$ cat src/rtl/irqenc_pkg.sv
package irqenc_pkg;

    localparam int LVL_W   = 3;
    localparam int SLOT_W  = 3;
    localparam int VEC_W   = 8;
    localparam int N_FORCE = 3;
    localparam int KEY_W   = LVL_W + SLOT_W;

    typedef logic [LVL_W-1:0]  lvl_t;
    typedef logic [SLOT_W-1:0] slot_t;
    typedef logic [VEC_W-1:0]  vec_t;
    typedef logic [KEY_W-1:0]  key_t;

    typedef enum logic {
        SEL_MASK  = 1'b0,
        SEL_FORCE = 1'b1
    } wsel_e;

    typedef struct packed {
        logic  valid;
        lvl_t  lvl;
        slot_t slot;
        vec_t  vec;
    } cand_t;

    localparam lvl_t LVL_NMI = lvl_t'(7);

    function automatic lvl_t src_level(input int idx, input int per_lvl);
        return lvl_t'(7 - idx / per_lvl);
    endfunction

    function automatic slot_t src_slot(input int idx, input int per_lvl);
        return slot_t'(7 - idx % per_lvl);
    endfunction

    function automatic key_t cand_key(input cand_t c);
        return {c.lvl, c.slot};
    endfunction

    // Pick the stronger of two candidates; an invalid one always loses.
    function automatic cand_t pick_better(input cand_t a, input cand_t b);
        if (!b.valid) return a;
        if (!a.valid) return b;
        return (cand_key(b) > cand_key(a)) ? b : a;
    endfunction

endpackage

$ cat src/rtl/irqenc_regs.sv
module irqenc_regs
    import irqenc_pkg::*;
#(
    parameter int NUM_REQ = 24
) (
    input  logic               clk,
    input  logic               rst,
    input  logic               wr_en,
    input  wsel_e              wr_sel,
    input  logic [NUM_REQ-1:0] wr_data,
    output logic [NUM_REQ-1:0] mask_q,
    output logic [N_FORCE-1:0] force_q
);

    always_ff @(posedge clk) begin
        if (rst) begin
            mask_q  <= '0;
            force_q <= '0;
        end else if (wr_en) begin
            if (wr_sel == SEL_MASK) begin
                mask_q <= wr_data;
            end else begin
                force_q <= wr_data[N_FORCE-1:0];
            end
        end
    end

    assert_mask_write_R5: assert property (@(posedge clk) disable iff (rst)
        (wr_en && wr_sel == SEL_MASK) |=> mask_q == $past(wr_data));

    assert_force_write_R6: assert property (@(posedge clk) disable iff (rst)
        (wr_en && wr_sel == SEL_FORCE) |=> force_q == $past(wr_data[N_FORCE-1:0]));

    assert_force_hold_R6: assert property (@(posedge clk) disable iff (rst)
        !wr_en |=> $stable(force_q));

endmodule

$ cat src/rtl/irqenc_arb.sv
module irqenc_arb
    import irqenc_pkg::*;
#(
    parameter int NUM_REQ      = 24,
    parameter int PER_LVL      = 4,
    parameter int VEC_BASE     = 64,
    parameter int FRC_VEC_BASE = 112
) (
    input  logic [NUM_REQ-1:0] req,
    input  logic [NUM_REQ-1:0] mask,
    input  logic [N_FORCE-1:0] force_req,
    output cand_t              winner
);

    localparam int N_CAND = NUM_REQ + N_FORCE;

    cand_t cands [N_CAND];

    // Peripheral lines: fixed level and slot derived from the index.
    for (genvar i = 0; i < NUM_REQ; i++) begin : g_src
        assign cands[i] = cand_t'{
            valid: req[i] & ~mask[i],
            lvl:   src_level(i, PER_LVL),
            slot:  src_slot(i, PER_LVL),
            vec:   vec_t'(VEC_BASE + i)
        };
    end

    // Software inject bits: level k+1, lowest slot.
    for (genvar k = 0; k < N_FORCE; k++) begin : g_frc
        assign cands[NUM_REQ + k] = cand_t'{
            valid: force_req[k],
            lvl:   lvl_t'(k + 1),
            slot:  slot_t'(0),
            vec:   vec_t'(FRC_VEC_BASE + k)
        };
    end

    always_comb begin
        cand_t best;
        best = '0;
        for (int j = 0; j < N_CAND; j++) begin
            best = pick_better(best, cands[j]);
        end
        winner = best;
    end

endmodule

$ cat src/rtl/irqenc_recog.sv
module irqenc_recog
    import irqenc_pkg::*;
(
    input  logic clk,
    input  logic rst,
    input  lvl_t lvl,
    input  lvl_t cpu_mask,
    output logic irq_take,
    output logic nmi_take
);

    lvl_t prev_lvl_q;
    lvl_t prev_mask_q;
    logic lvl7_now;
    logic lvl7_entered;
    logic mask_left7;

    assign lvl7_now     = (lvl == LVL_NMI);
    assign lvl7_entered = lvl7_now && (prev_lvl_q != LVL_NMI);
    assign mask_left7   = lvl7_now && (prev_mask_q == LVL_NMI) && (cpu_mask != LVL_NMI);

    always_ff @(posedge clk) begin
        if (rst) begin
            prev_lvl_q  <= '0;
            prev_mask_q <= '0;
            irq_take    <= 1'b0;
            nmi_take    <= 1'b0;
        end else begin
            prev_lvl_q  <= lvl;
            prev_mask_q <= cpu_mask;
            irq_take    <= (lvl != '0) && !lvl7_now && (lvl > cpu_mask);
            nmi_take    <= lvl7_entered || mask_left7;
        end
    end

    assert_take_maskable_R7: assert property (@(posedge clk) disable iff (rst)
        irq_take |-> ($past(lvl) != 3'd7 && $past(lvl) > $past(cpu_mask)));

    assert_nmi_needs_lvl7_R8: assert property (@(posedge clk) disable iff (rst)
        nmi_take |-> $past(lvl) == 3'd7);

    assert_nmi_mask_drop_R9: assert property (@(posedge clk) disable iff (rst)
        ($past(lvl) == 3'd7 && $past(lvl, 2) == 3'd7 &&
         $past(cpu_mask, 2) == 3'd7 && $past(cpu_mask) != 3'd7) |-> nmi_take);

    assert_nmi_quiet_held_R10: assert property (@(posedge clk) disable iff (rst)
        ($past(lvl) == 3'd7 && $past(lvl, 2) == 3'd7 &&
         $past(cpu_mask) == $past(cpu_mask, 2)) |-> !nmi_take);

endmodule

$ cat src/rtl/irq_level_encoder.sv
module irq_level_encoder
    import irqenc_pkg::*;
#(
    parameter int NUM_REQ      = 24,
    parameter int PER_LVL      = 4,
    parameter int VEC_BASE     = 64,
    parameter int FRC_VEC_BASE = 112
) (
    input  logic               clk,
    input  logic               rst,
    input  logic [NUM_REQ-1:0] irq_req,
    input  logic               wr_en,
    input  logic               wr_sel,
    input  logic [NUM_REQ-1:0] wr_data,
    input  logic [2:0]         cpu_mask,
    output logic [2:0]         irq_level,
    output logic [7:0]         irq_vector,
    output logic               irq_take,
    output logic               nmi_take
);

    logic [NUM_REQ-1:0] mask_q;
    logic [N_FORCE-1:0] force_q;
    cand_t              winner;
    lvl_t               lvl_q;
    vec_t               vec_q;

    irqenc_regs #(
        .NUM_REQ (NUM_REQ)
    ) regs_i (
        .clk     (clk),
        .rst     (rst),
        .wr_en   (wr_en),
        .wr_sel  (wsel_e'(wr_sel)),
        .wr_data (wr_data),
        .mask_q  (mask_q),
        .force_q (force_q)
    );

    irqenc_arb #(
        .NUM_REQ      (NUM_REQ),
        .PER_LVL      (PER_LVL),
        .VEC_BASE     (VEC_BASE),
        .FRC_VEC_BASE (FRC_VEC_BASE)
    ) arb_i (
        .req       (irq_req),
        .mask      (mask_q),
        .force_req (force_q),
        .winner    (winner)
    );

    // Re-evaluated every cycle; one register stage to the outputs.
    always_ff @(posedge clk) begin
        if (rst) begin
            lvl_q <= '0;
            vec_q <= '0;
        end else begin
            lvl_q <= winner.valid ? winner.lvl : '0;
            vec_q <= winner.valid ? winner.vec : '0;
        end
    end

    irqenc_recog recog_i (
        .clk      (clk),
        .rst      (rst),
        .lvl      (lvl_q),
        .cpu_mask (cpu_mask),
        .irq_take (irq_take),
        .nmi_take (nmi_take)
    );

    assign irq_level  = lvl_q;
    assign irq_vector = vec_q;

    assert_idle_vector_R4: assert property (@(posedge clk) disable iff (rst)
        (irq_level == 3'd0) |-> (irq_vector == 8'd0));

    assert_idle_inputs_R2: assert property (@(posedge clk) disable iff (rst)
        ($past(irq_req) == '0 && $past(force_q) == '0) |-> irq_level == 3'd0);

endmodule

$ cat config.mk
export PLATFORM = sky130hd
export DESIGN_NAME = irq_level_encoder
export DESIGN_NICKNAME = d
export VERILOG_FILES = /design/src/rtl/irqenc_pkg.sv /design/src/rtl/irqenc_regs.sv /design/src/rtl/irqenc_arb.sv /design/src/rtl/irqenc_recog.sv /design/src/rtl/irq_level_encoder.sv
export SDC_FILE = /design/constraint.sdc
export NUM_CORES = 1
export LEC_CHECK = 0
export ABC_AREA = 1
export BUFFER_PORTS_ARGS = -buffer_cell sky130_fd_sc_hd__buf_2
export CAP_MARGIN = 20
export CORE_MARGIN = 1
export CORE_UTILIZATION = 55
export DETAILED_ROUTE_END_ITERATION = 16
export PLACE_DENSITY = 0.95
export SYNTH_ARGS = -nofsm -noshare
export SYNTH_HDL_FRONTEND = slang
export SYNTH_SLANG_ARGS = --single-unit
$ cat constraint.sdc
create_clock -name clk -period 4.9 [get_ports clk]
set_input_delay 0.98 -clock clk [delete_from_list [all_inputs] [get_ports clk]]
set_output_delay 0.98 -clock clk [all_outputs]
set_load 0.1 [all_outputs]
Yosys cells after proc, flatten, opt, wreduce, memory -nomap -nowiden
Index checks and enable logic that the tools add are counted.
{ "op_classes": {"n_addsub": 0, "mul": 0, "n_div": 0, "magnitude_cmp": 27, "n_eq_ne": 4, "shift": 0, "muxes": 183, "bitwise_logic": 50, "n_reduce_logical": 11} }
{ "ops": {"columns": ["cell", "n"], "rows": [
  ["$mux 15", 131],
  ["$gt 6x6->1 const A", 15],
  ["$gt 5x6->1 const A", 10],
  ["$mux 1", 52],
  ["$not 1->1", 26],
  ["$and 1x1->1", 24],
  ["$eq 3x3->1 const B", 2],
  ["$gt 4x6->1 const A", 1],
  ["$ne 3x3->1 const B", 2],
  ["$logic_and 1x1->1", 5],
  ["$reduce_and 2->1", 2],
  ["$gt 3x3->1", 1],
  ["$reduce_bool 3->1", 1],
  ["$reduce_or 2->1", 1],
  ["$logic_not 1->1", 1],
  ["$logic_or 1x1->1", 1]
]} }
{ "totals": {"regBits": 46, "latchBits": 0, "ram_bits": 0, "romBits": 0, "in_bits": 55, "output_inout_bits": 13, "wordCells": 283, "n_memories": 0} }

Logic depth before layout (Yosys ltp)
Gate-level depths: netlist of the first run.
{ "logic_depth": {"word_depth": 109, "ltp_mapped": 18, "ltp_nobuf": 18} }

Cells and area by module
Synthesis of the first run repeated with hierarchy kept, for this count alone.
{ "unflattened": {"cells_unflattened": 424, "hier_area_um2": 2830.2} }
{ "modules_own_cells": {"columns": ["mod", "n_inst", "cells_per_inst", "area_each_um2", "seq_area_each_um2"], "rows": [
  ["irqenc_regs", 1, 170, 1273.7, 540.5],
  ["irqenc_arb", 1, 174, 850.8, 0.0],
  ["irq_level_encoder", 1, 36, 354.1, 220.2],
  ["irqenc_recog", 1, 44, 351.6, 160.2]
]} }

Worst setup path before layout of the first run
OpenSTA, ideal clock, no wires.
{ "synth_path": {"path_kind": "input port to flip-flop", "from": "input port irq_req[2]", "to": "register vec_q[0], in the netlist irq_vector[0]", "setup_time_ns": 0.122, "arrival_ns": 2.530, "required_ns": 4.778, "setup_slack_ns": 2.248, "stages": 16, "path_buffers": 0, "cell_sequence": "nand2_1 -> nand2_2 -> nor2_8 -> nand2_4 -> nor2_4 -> nand3_4 -> nor2_4 -> o21ai_2 -> nor2_4 -> nand3b_4 -> nor2_4 -> nand3_2 -> o21ai_4 -> inv_2 -> nand2_2 -> a21oi_1"} }
{ "synth_via": {"elab_chain_len": 100, "word_cells_on_any_way": 196, "cone_classes": "24 x order compare; 169 x mux; 2 x bitwise; 1 x reduce/logical"} }
{ "synth_rtl": {"columns": ["element", "line_no", "source"], "rows": [
  ["start, declared", "irq_level_encoder.sv:11", "input logic [NUM_REQ-1:0] irq_req,"],
  ["$and 1x1->1 *", "irqenc_arb.sv:22", "valid: req[i] & ~mask[i],"],
  ["$mux 15 *", "irqenc_pkg.sv:43", "if (!a.valid) return b;"],
  ["$gt 6x6->1, or another cell as far along", "irqenc_pkg.sv:44", "return (cand_key(b) > cand_key(a)) ? b : a;"],
  ["$mux 15, or another cell as far along", "irqenc_pkg.sv:44", null],
  ["$mux 15", "irqenc_pkg.sv:44", null],
  ["$mux 15 *", "irqenc_pkg.sv:43", null],
  ["$gt 6x6->1, or another cell as far along", "irqenc_pkg.sv:44", null],
  ["$mux 15, or another cell as far along", "irqenc_pkg.sv:44", null],
  ["[... 84 more ...]", null, null],
  ["$mux 15", "irqenc_pkg.sv:44", null],
  ["$mux 15 *", "irqenc_pkg.sv:43", null],
  ["$gt 5x6->1, or another cell as far along", "irqenc_pkg.sv:44", null],
  ["$mux 15, or another cell as far along", "irqenc_pkg.sv:44", null],
  ["$mux 15", "irqenc_pkg.sv:44", null],
  ["$mux 15 *", "irqenc_pkg.sv:43", null],
  ["$not 1->1 (no source line)", null, null],
  ["$reduce_or 2->1 (no source line)", null, null],
  ["end signal, assigned", "irq_level_encoder.sv:59", "vec_q <= winner.valid ? winner.vec : '0;"],
  ["end, declared", "irq_level_encoder.sv:26", "vec_t vec_q;"]
]} }
Mark *: on every way between the ends. The rest lies on a longest branch, timed or not. The select of a mux whose other input is x is not followed.
A chain may end at the register's enable or synchronous reset.

Worst setup path in the final report of the first run
{ "layout_path": {"from": "input port irq_req[3]", "to": "register vec_q[4], in the netlist irq_vector[4]"} }
{ "layout_via": {"elab_chain_len": 96, "word_cells_on_any_way": 188, "cone_classes": "23 x order compare; 162 x mux; 2 x bitwise; 1 x reduce/logical"} }
{ "layout_rtl": {"columns": ["element", "line_no"], "rows": [
  ["$and 1x1->1 *", "irqenc_arb.sv:22"],
  ["$mux 15 *", "irqenc_pkg.sv:43"],
  ["$gt 6x6->1, or another cell as far along", "irqenc_pkg.sv:44"],
  ["$mux 15, or another cell as far along", "irqenc_pkg.sv:44"],
  ["$mux 15", "irqenc_pkg.sv:44"],
  ["$mux 15 *", "irqenc_pkg.sv:43"],
  ["$gt 6x6->1, or another cell as far along", "irqenc_pkg.sv:44"],
  ["$mux 15, or another cell as far along", "irqenc_pkg.sv:44"],
  ["[... 80 more ...]", null],
  ["$mux 15", "irqenc_pkg.sv:44"],
  ["$mux 15 *", "irqenc_pkg.sv:43"],
  ["$gt 5x6->1, or another cell as far along", "irqenc_pkg.sv:44"],
  ["$mux 15, or another cell as far along", "irqenc_pkg.sv:44"],
  ["$mux 15", "irqenc_pkg.sv:44"],
  ["$mux 15 *", "irqenc_pkg.sv:43"],
  ["$not 1->1 (no source line)", null],
  ["$reduce_or 2->1 (no source line)", null]
]} }
Marks and branches as above.

==> impl_metrics.toml, run 1 <==
[status]
status = "finished, final reports clean"

[clock_tree]
ctsHtreeMaxLevel = 2
clock_path_buffers = 2
clockRootBuffer = "clkbuf_8"
clkLatencyLatePin_ps = 300
cts-buffers-inserted = 5
clock-sinks = 45
cts.clk_slew.worst_paths_ps = 90
ctsHoldBuffers = 0
cts_tree = "yes"
cts_resized = 0
cts_setup_buffers = 0

[setup_path]
required_ps = 5140
crit_path_end_kind = "flip-flop"
cpMaxStageDelayCell = "nor2_8"
worstSetupStartpointType = "primary input"
cp_cell_sequence = "buf_2 > nand2_1 > nand2_2 > nor2_8 > nand2_4 > nor2_4 > inv_2 > nor2_4 > inv_1 > a21oi_1 > nand2_1 > nand2_1 > nand4_1 > nor2_2 > o211ai_1 > nand3_1 > nand2_1 > inv_1"
slowest_delay_ps = 170
cp_num_buf_inv = 4
crit_arrival_ps = 3000
cp_max_fo = 10
critical_path.top_delay_family = "simple AND/OR/NAND/NOR gates"
cpMostUsedCell = "nand2_1"
worst-setup-path-type = "primary input to flip-flop"

[timing]
fin_crit_sh = 0.562
rsz0062_at_grt = "false"
clock.fmax_mhz = 363
finalSetupViolCount = 0
setup_tns_ps = 0
hold_violations = 0
period_minus_slack_ps = 2750
finalWorstSetupSlack_ps = 2150
slew_headroom = 0.337
worst_pin_slew_ps = 994
drv_slew = 0
skew_ps = 5.75

[routing]
drtPass1Iterations = 4
drtIter0Drc = 124
drcViolationCount = 0
drt-total-wl_um = 4770
viasPerCell = 5.13
vias = 2124
wl_per_cell_um = 11.5
ant_nets = 0

[synthesis]
ys_warn_count = 0
ys_types = 34
ys_seq_area_frac = 0.409
syn-cell-area_um2 = 2200
syn-num-nets = 358
netlist_instances = 300
avgSynthCellArea_um2 = 7.34
synth_top_cell_by_area = "dfxtp_1"
synth_top_area_share = 0.409
synthTopCellsByArea = "dfxtp_1 (41%), inv_1 (7.5%), nor2_1 (7.2%)"
synth-seq-cells = 45

[cells_and_area]
layout-drive-gt1-share = 0.295
syn2layout_area_growth_pct = 21.4
seq_area_um2 = 901
num_antenna_cells = 0
multi_input_area_um2 = 1070
fin_nets = 423
nFillCells = 305

[global_routing]
antenna_found_initial = 0
track_usage = 0.250
grt_overflow = 0
grt_max_degree = 41
grt_pass1_wl_um = 8350
first_global_vias = 2016

[floorplan]
core_area_um2 = 3740
die_y_um = 65.3
dieWidth_um = 65.3
start_util = 0.588
row_count = 22
die_area_um2 = 4260
ios = 68

[placement]
place_hpwl_um = 3640
port-buffer-count = 66
dp_slack_ps = 1920
gp_congestion = 0.856

[job]
maxCapViolations = 0

[power_and_ir_drop]
power.leakage_nw = 1.34
power.density_nw_per_um2 = 316
ir_worst_vdd_mv = 0.195

[worst_hold_path]
min_path_type = "flip-flop to flip-flop"
==> cell usage in the layout, fill, tap and decap left out, drive strengths merged, types with 2 or more instances in the layout <==
cell type,count
nand3,19
nor3,5
nand4,4
ha,3
nor2,51
nand2,43
nand3b,2
a31oi,2
o21ai,31
a21oi,25
inv,52
buf,66
a211oi,2
clkbuf,5
dfxtp,45
==> worst register-to-register path, stage by stage (launching register included) <==
cell      delay (ps)
dfxtp_1          320
inv_1             50
nand2_1          100
nand2_2          100
nor2_8           170
nand2_4           90
nor2_4           160
inv_2             70
nor2_4           160
inv_1            120
a21oi_1          140
nand2_1           80
nand2_1           90
nand4_1          130
nor2_2           170
o211ai_1         130
nand3_1          100
nand2_1           50
inv_1             50
==> layout make-up <==
class                           count  share of cell area
Timing Repair Buffer               66               0.124
Multi-Input combinational cell    195               0.401
Clock buffer                        5              0.0257
Sequential cell                    45               0.337
Tap cell                           48              0.0225
Inverter                           52              0.0730
Clock inverter                      3              0.0173
==> per-stage QoR <==
stage | area [um^2] | hold WS, ps | power (W) | instances | util
after floorplan | 2200 | 429 | 0.000522 | 300 | -
after detailed placement | 2560 | 444 | 0.000566 | 406 | 0.683
after CTS | 2670 | 457 | 0.000843 | 414 | 0.714
final | 2670 | 456 | 0.000844 | 414 | 0.714
after global routing | 2670 | 488 | 0.000885 | 414 | 0.714
after global placement | 2560 | 438 | 0.000560 | 406 | 0.683
==> cell families after synthesis <==
| family | count (synthesis) | share of synthesized area |
|---|---|---|
| adders and majority gates | 3 | 0.0170 |
| and+or+nand+nor | 126 | 0.302 |
| AOI/OAI and AO/OA | 65 | 0.166 |
| other | 1 | 0.00170 |
| DFF | 45 | 0.409 |
| buffers and inverters | 60 | 0.104 |
==> synth_stat cells <==
cell type / count
dfxtp_1: 45
inv_1: 44
nor2_1: 42
nand2_1: 32
o21ai_0: 28
a21oi_1: 25
nand3_1: 17
inv_2: 8
nand2_2: 8
clkbuf_1: 7
nor2_4: 6
nor3_1: 5
nand4_1: 4
ha_1: 3
nand2_4: 3
a211oi_1: 2
a31oi_1: 2
nor2_2: 2
o21ai_2: 2
a21boi_0: 1
and3_1: 1
buf_4: 1
conb_1: 1
nand3_2: 1
nand3_4: 1
nand3b_1: 1
nand3b_4: 1
nor2_8: 1
nor4_1: 1
o211ai_1: 1
o21ai_4: 1
o221ai_1: 1
o31ai_1: 1
o41ai_1: 1
==> routing by layer <==
metal / vias to the layer above / part of all wire / track usage
met5: - / 0 / 0
met4: 0 / 0.0073 / 0.101
met3: 6 / 0.048 / 0.0538
met2: 65 / 0.50 / 0.442
met1: 957 / 0.45 / 0.290
li1: 1096 / - / -
==> sequential cells by signal (all words and copies together), names as in the netlist <==
signal	cells
regs_i.force_q	3
regs_i.mask_q	24
recog_i.prev_mask_q	3
recog_i.nmi_take	1
irq_vector	7
recog_i.prev_lvl_q	3
recog_i.irq_take	1
irq_level	3
==> power by group <==
group	switching, W	internal [W]
Combinational	0.000112	0.0000484
Clock	0.000133	0.000153
Sequential	0.00000998	0.000388
==> path summary, 6_finish.rpt <==
check / to / slack, ps / cells after the start / startpoint
worst min register to register: regs_i.mask_q[10] / 460 / 2 / regs_i.mask_q[10]
worst min-delay path: regs_i.mask_q[10] / 460 / 2 / regs_i.mask_q[10]
worst max-delay path: irq_vector[4] / 2150 / 18 / irq_req[3]
worst max register to register: irq_vector[4] / 2550 / 18 / regs_i.mask_q[3]
Power figures use the tool's default switching activity.
==> run 2: changes to the inputs <==
--- a/config.mk
+++ b/config.mk
@@ -5,13 +5,13 @@
 export SDC_FILE = /design/constraint.sdc
 export NUM_CORES = 1
 export LEC_CHECK = 0
-export ABC_AREA = 1
+export ABC_AREA = 0
 export BUFFER_PORTS_ARGS = -buffer_cell sky130_fd_sc_hd__buf_2
 export CAP_MARGIN = 20
 export CORE_MARGIN = 1
-export CORE_UTILIZATION = 55
+export CORE_UTILIZATION = 50
 export DETAILED_ROUTE_END_ITERATION = 16
-export PLACE_DENSITY = 0.95
+export PLACE_DENSITY = 0.91
 export SYNTH_ARGS = -nofsm -noshare
 export SYNTH_HDL_FRONTEND = slang
 export SYNTH_SLANG_ARGS = --single-unit
==> constraint.sdc (replaced) <==
create_clock -name clk -period 2.7 [get_ports clk]
set_input_delay 0.54 -clock clk [delete_from_list [all_inputs] [get_ports clk]]
set_output_delay 0.54 -clock clk [all_outputs]
set_load 0.1 [all_outputs]
==> impl_metrics.toml, run 2 <==
[global_routing]
track_usage = 0.239
grt_pass1_wl_um = 7890
first_global_vias = 1813
antenna_found_initial = 0
grt_overflow = 0
grt_max_degree = 42

[timing]
setup_tns_ps = 0
clock.fmax_mhz = 475
worst_hold_slack_ps = 452
skew_ps = 5.58
period_minus_slack_ps = 2110
fin_crit_sh = 0.780
hold_violations = 0
slew_headroom = 0.518
drv_slew = 0
worst_pin_slew_ps = 723
rsz0062_at_grt = "false"
finalSetupViolCount = 0

[synthesis]
synth_edf_count = 0
synth_top_cell_by_area = "dfxtp_1"
yosys.cell_count.top_type = "nand2_1"
syn-cell-area_um2 = 2030
yosys-top-cells-count = "nand2_1 (59), dfxtp_1 (45), a21oi_1 (36)"
avgSynthCellArea_um2 = 7.72
syn-num-nets = 321
ys_seq_area_frac = 0.444
synth_ff_type = "dfxtp_1"
synthArstFlopShare = 0
synthTopCellsByArea = "dfxtp_1 (44%), nand2_1 (11%), a21oi_1 (8.9%)"
ys_types = 35
synth-seq-cells = 45
synth_top_area_share = 0.444
netlist_instances = 263
ys_warn_count = 0

[worst_hold_path]
min_to = "regs_i.mask_q[6]"
holdPathStages = 2
min_path_type = "flip-flop to flip-flop"
min-delay-start = "regs_i.mask_q[6]"

[routing]
vias = 1986
ant_nets = 0
wl_per_cell_um = 12.3
drt-total-wl_um = 4640
viasPerCell = 5.25
drcViolationCount = 0
drtPass1Iterations = 4
drtIter0Drc = 143

[power_and_ir_drop]
internal_power_w = 0.000958
p_seq_frac = 0.527
power.switching_w = 0.000392
power.leakage_nw = 1.10
switching_share = 0.290
power.density_nw_per_um2 = 542
p_clk_frac = 0.292
combinationalPowerShare = 0.182
ir_worst_vdd_mv = 0.314

[cells_and_area]
layout_common_cells = "buf_2 (66), nand2_1 (59), dfxtp_1 (45), a21oi_1 (36), nand2b_1 (21)"
stdcell_area_um2 = 2490
regMostFlops = "regs_i.mask_q"
seq_area_um2 = 901
multi_input_area_um2 = 1030
fin_nets = 387
nFillCells = 348
num_antenna_cells = 0
layout-drive-gt1-share = 0.252
largest_reg_flops = 24
final_common_cell = "buf_2"
syn2layout_area_growth_pct = 22.7

[floorplan]
die_area_um2 = 4320
core_area_um2 = 3770
row_count = 22
start_util = 0.538
dieWidth_um = 65.7
ios = 68
die_y_um = 65.7

[clock_tree]
cts-buffers-inserted = 5
clkLatencyLatePin_ps = 290
cts_tree = "yes"
cts_setup_buffers = 0
ctsHtreeMaxLevel = 2
clock-sinks = 45
clockRootBuffer = "clkbuf_8"
cts_resized = 0
clock_path_buffers = 2
cts.clk_slew.worst_paths_ps = 80
ctsHoldBuffers = 0

[setup_path]
r2r_start = "regs_i.mask_q[0]"
rr_worst_depth = 6
required_ps = 2880
crit_arrival_ps = 2290
worstSetupStartpointType = "primary input"
cp_max_fo = 8
regToRegSetupSlack_ps = 660
worst-setup-path-type = "primary input to flip-flop"
worstReg2RegEnd = "irq_vector[0]"
crit_path_end_kind = "flip-flop"

[placement]
gp_congestion = 0.937
place_hpwl_um = 3550
port-buffer-count = 66
dpl_cell_area_um2 = 2410

[job]
maxCapViolations = 0

[status]
status = "finished, final reports clean"
## run 2: through the flow
step / cells / total power, W / setup slack (ps) / util
floorplan: 263 / 0.000894 / 481 / -
global placement: 370 / 0.000965 / 320 / 0.639
detailed placement: 370 / 0.000971 / 296 / 0.639
CTS: 378 / 0.00136 / 604 / 0.661
global route: 378 / 0.00143 / 463 / 0.661
finish: 378 / 0.00135 / 593 / 0.661
## run 2: how the worst max path moves through the flow
stage,slack [ps],to,start,depth (start not counted)
3_3_place_gp,320,irq_vector[0],irq_req[0],7
5_1_grt,460,irq_vector[0],irq_req[0],7
3_5_place_dp,300,irq_vector[0],irq_req[0],7
6_report,590,irq_vector[0],irq_req[0],7
4_1_cts,600,irq_vector[0],irq_req[0],7
2_1_floorplan,480,irq_vector[0],irq_req[0],6
## run 2: cell families after synthesis
logic type                 synth area share
DFF                                   0.444
other                               0.00185
buffers and inverters                0.0462
adders and majority gates            0.0185
AOI/OAI and AO/OA                     0.184
and+or+nand+nor                       0.305
## run 2: layout make-up
type                       instances  area share
multi-input combinational        194       0.415
clock inverter                     2     0.00402
timing repair buffer              71       0.148
sequential                        45       0.362
clock buffer                       6      0.0291
inverter                          12      0.0181
tap                               48      0.0241
## run 2: worst max-delay path, stage by stage
cell      delay (ps)
buf_2            100
nor2b_1          150
or4b_4           570
nor4_4           480
a31o_2           290
nand2b_1         120
a21oi_1           40
## run 2: power by group through the flow
stage                     Combinational (W)  Clock, W  Sequential (W)
final                              0.000245  0.000394        0.000711
after detailed placement           0.000245         0        0.000727
after global routing               0.000270  0.000443        0.000715
after floorplan                    0.000116         0        0.000778
after global placement             0.000240         0        0.000725
after CTS                          0.000246  0.000407        0.000711
## run 2: metal layers
metal	track usage	vias up	routed length [um]
met5	0	-	0
met4	0.0978	0	74
met3	0.0486	7	267
met2	0.393	57	2240
met1	0.302	903	2060
li1	-	1019	-
==> run 3: changes to the inputs <==
==> constraint.sdc (replaced) <==
create_clock -name clk -period 1.95 [get_ports clk]
set_input_delay 0.39 -clock clk [delete_from_list [all_inputs] [get_ports clk]]
set_output_delay 0.39 -clock clk [all_outputs]
set_load 0.1 [all_outputs]
==> impl_metrics.toml, run 3 (same netlist as run 2, synthesis figures left out) <==
[global_routing]
first_global_vias = 1772
track_usage = 0.231
grt_overflow = 0
antenna_found_initial = 0
grt_pass1_wl_um = 7440
grt_max_degree = 25

[setup_path]
worst-setup-path-type = "flip-flop to flip-flop"
regToRegSetupSlack_ps = 130
crit_arrival_ps = 2000
worstReg2RegEnd = "irq_vector[0]"
rr_worst_depth = 6
critical_path.top_delay_family = "simple AND/OR/NAND/NOR gates"
cpMaxStageDelayCell = "or4b_4"
cp_num_buf_inv = 1
crit_path_end_kind = "flip-flop"
slowest_delay_ps = 560
cp_cell_sequence = "nor2b_4 > or4b_4 > buf_4 > or2_1 > o22ai_1 > a21oi_1"
cp_max_fo = 3
r2r_start = "regs_i.mask_q[2]"
worstSetupStartpointType = "flip-flop"
required_ps = 2130

[timing]
hold_violations = 0
drv_slew = 0
period_minus_slack_ps = 1820
fin_crit_sh = 0.932
setup_tns_ps = 0
finalWorstSetupSlack_ps = 134
rsz0062_at_grt = "false"
clock.fmax_mhz = 551
skew_ps = 4.74
finalSetupViolCount = 0

[clock_tree]
clock-sinks = 45
cts-buffers-inserted = 5
cts.clk_slew.worst_paths_ps = 70
ctsHtreeMaxLevel = 2
clockRootBuffer = "clkbuf_8"
clock_path_buffers = 2
clkLatencyLatePin_ps = 300
cts_tree = "yes"

[cells_and_area]
layout-drive-gt1-share = 0.284
layout_common_cells = "buf_2 (66), nand2_1 (59), dfxtp_1 (43), a21oi_1 (36), nand2b_1 (21)"
final_common_cell = "buf_2"
largest_reg_flops = 24
num_antenna_cells = 0
fin_nets = 397
syn2layout_area_growth_pct = 27.3
regMostFlops = "regs_i.mask_q"

[placement]
gp_congestion = 0.924
place_hpwl_um = 3560
port-buffer-count = 66
dp_slack_ps = -143

[floorplan]
core_area_um2 = 3770
dieWidth_um = 65.7
die_area_um2 = 4320
row_count = 22
start_util = 0.538
die_y_um = 65.7
ios = 68

[power_and_ir_drop]
power.leakage_nw = 1.16
ir_worst_vdd_mv = 0.422
power.density_nw_per_um2 = 722
p_total_w = 0.00187

[routing]
viasPerCell = 5.23
vias = 2017
drt-total-wl_um = 4680
wl_per_cell_um = 12.1
drtIter0Drc = 83
drcViolationCount = 0
drtPass1Iterations = 4
ant_nets = 0

[worst_hold_path]
min_to = "regs_i.mask_q[21]"
min_path_type = "primary input to flip-flop"
holdPathStages = 3
min-delay-start = "wr_data[21]"

[job]
maxCapViolations = 0

[status]
status = "finished, final reports clean"
## run 3: routing by layer
layer  up-vias  routed length [um]  track usage  share of wire
li1       1040                   -            -              -
met1       914                2110        0.264           0.45
met2        53                2240        0.401           0.48
met3        10                 228       0.0486          0.049
met4         0                 102        0.114          0.022
met5         -                   0            0              0
## run 3: cell type report
cell class | instances | area, um^2
multi-input cells | 194 | 1060
well taps | 48 | 60.1
inverters | 12 | 45.0
flip-flops and latches | 45 | 903
clock buffers | 5 | 68.8
repair buffers | 81 | 443
fillers | 315 | 1190
clock inverters | 1 | 5.00
## run 3: worst max path at each step
stage,start,end,cells past startpoint
after floorplan,irq_req[2],irq_vector[0],6
after global placement,irq_req[2],irq_vector[0],8
after detailed placement,irq_req[2],irq_vector[0],8
after CTS,regs_i.mask_q[2],irq_vector[0],7
after global routing,regs_i.mask_q[3],irq_vector[0],6
final,regs_i.mask_q[2],irq_vector[0],6
## run 3: worst reg2reg max path, cell delays in order, from the launching register on
cell     delay (ps)
dfxtp_2         350
nor2b_4          40
or4b_4          560
buf_4           160
or2_1           250
o22ai_1         240
a21oi_1         100
## run 3: metrics by stage
stage | std cells | hold WS [ps] | util | cell area (um^2)
2_1_floorplan | 263 | 431 | - | 2040
3_3_place_gp | 379 | 438 | 0.661 | 2490
3_5_place_dp | 379 | 442 | 0.661 | 2490
4_1_cts | 385 | 315 | 0.680 | 2560
5_1_grt | 386 | 320 | 0.685 | 2580
6_report | 386 | 324 | 0.685 | 2580
## run 3: what timing repair did
action                                  in CTS  in global routing
endpoints found under the setup margin       0                  4
gates resized for setup                      0                  3
hold buffers                                 0                  0
buffers inserted                             0                  1
endpoints found under the hold margin        0                  0
## run 3: where the power goes
part,switching (W),total (W),internal (W)
combinational,0.000229,0.000359,0.000130
sequential,0.0000238,0.000986,0.000962
clock,0.000286,0.000521,0.000236
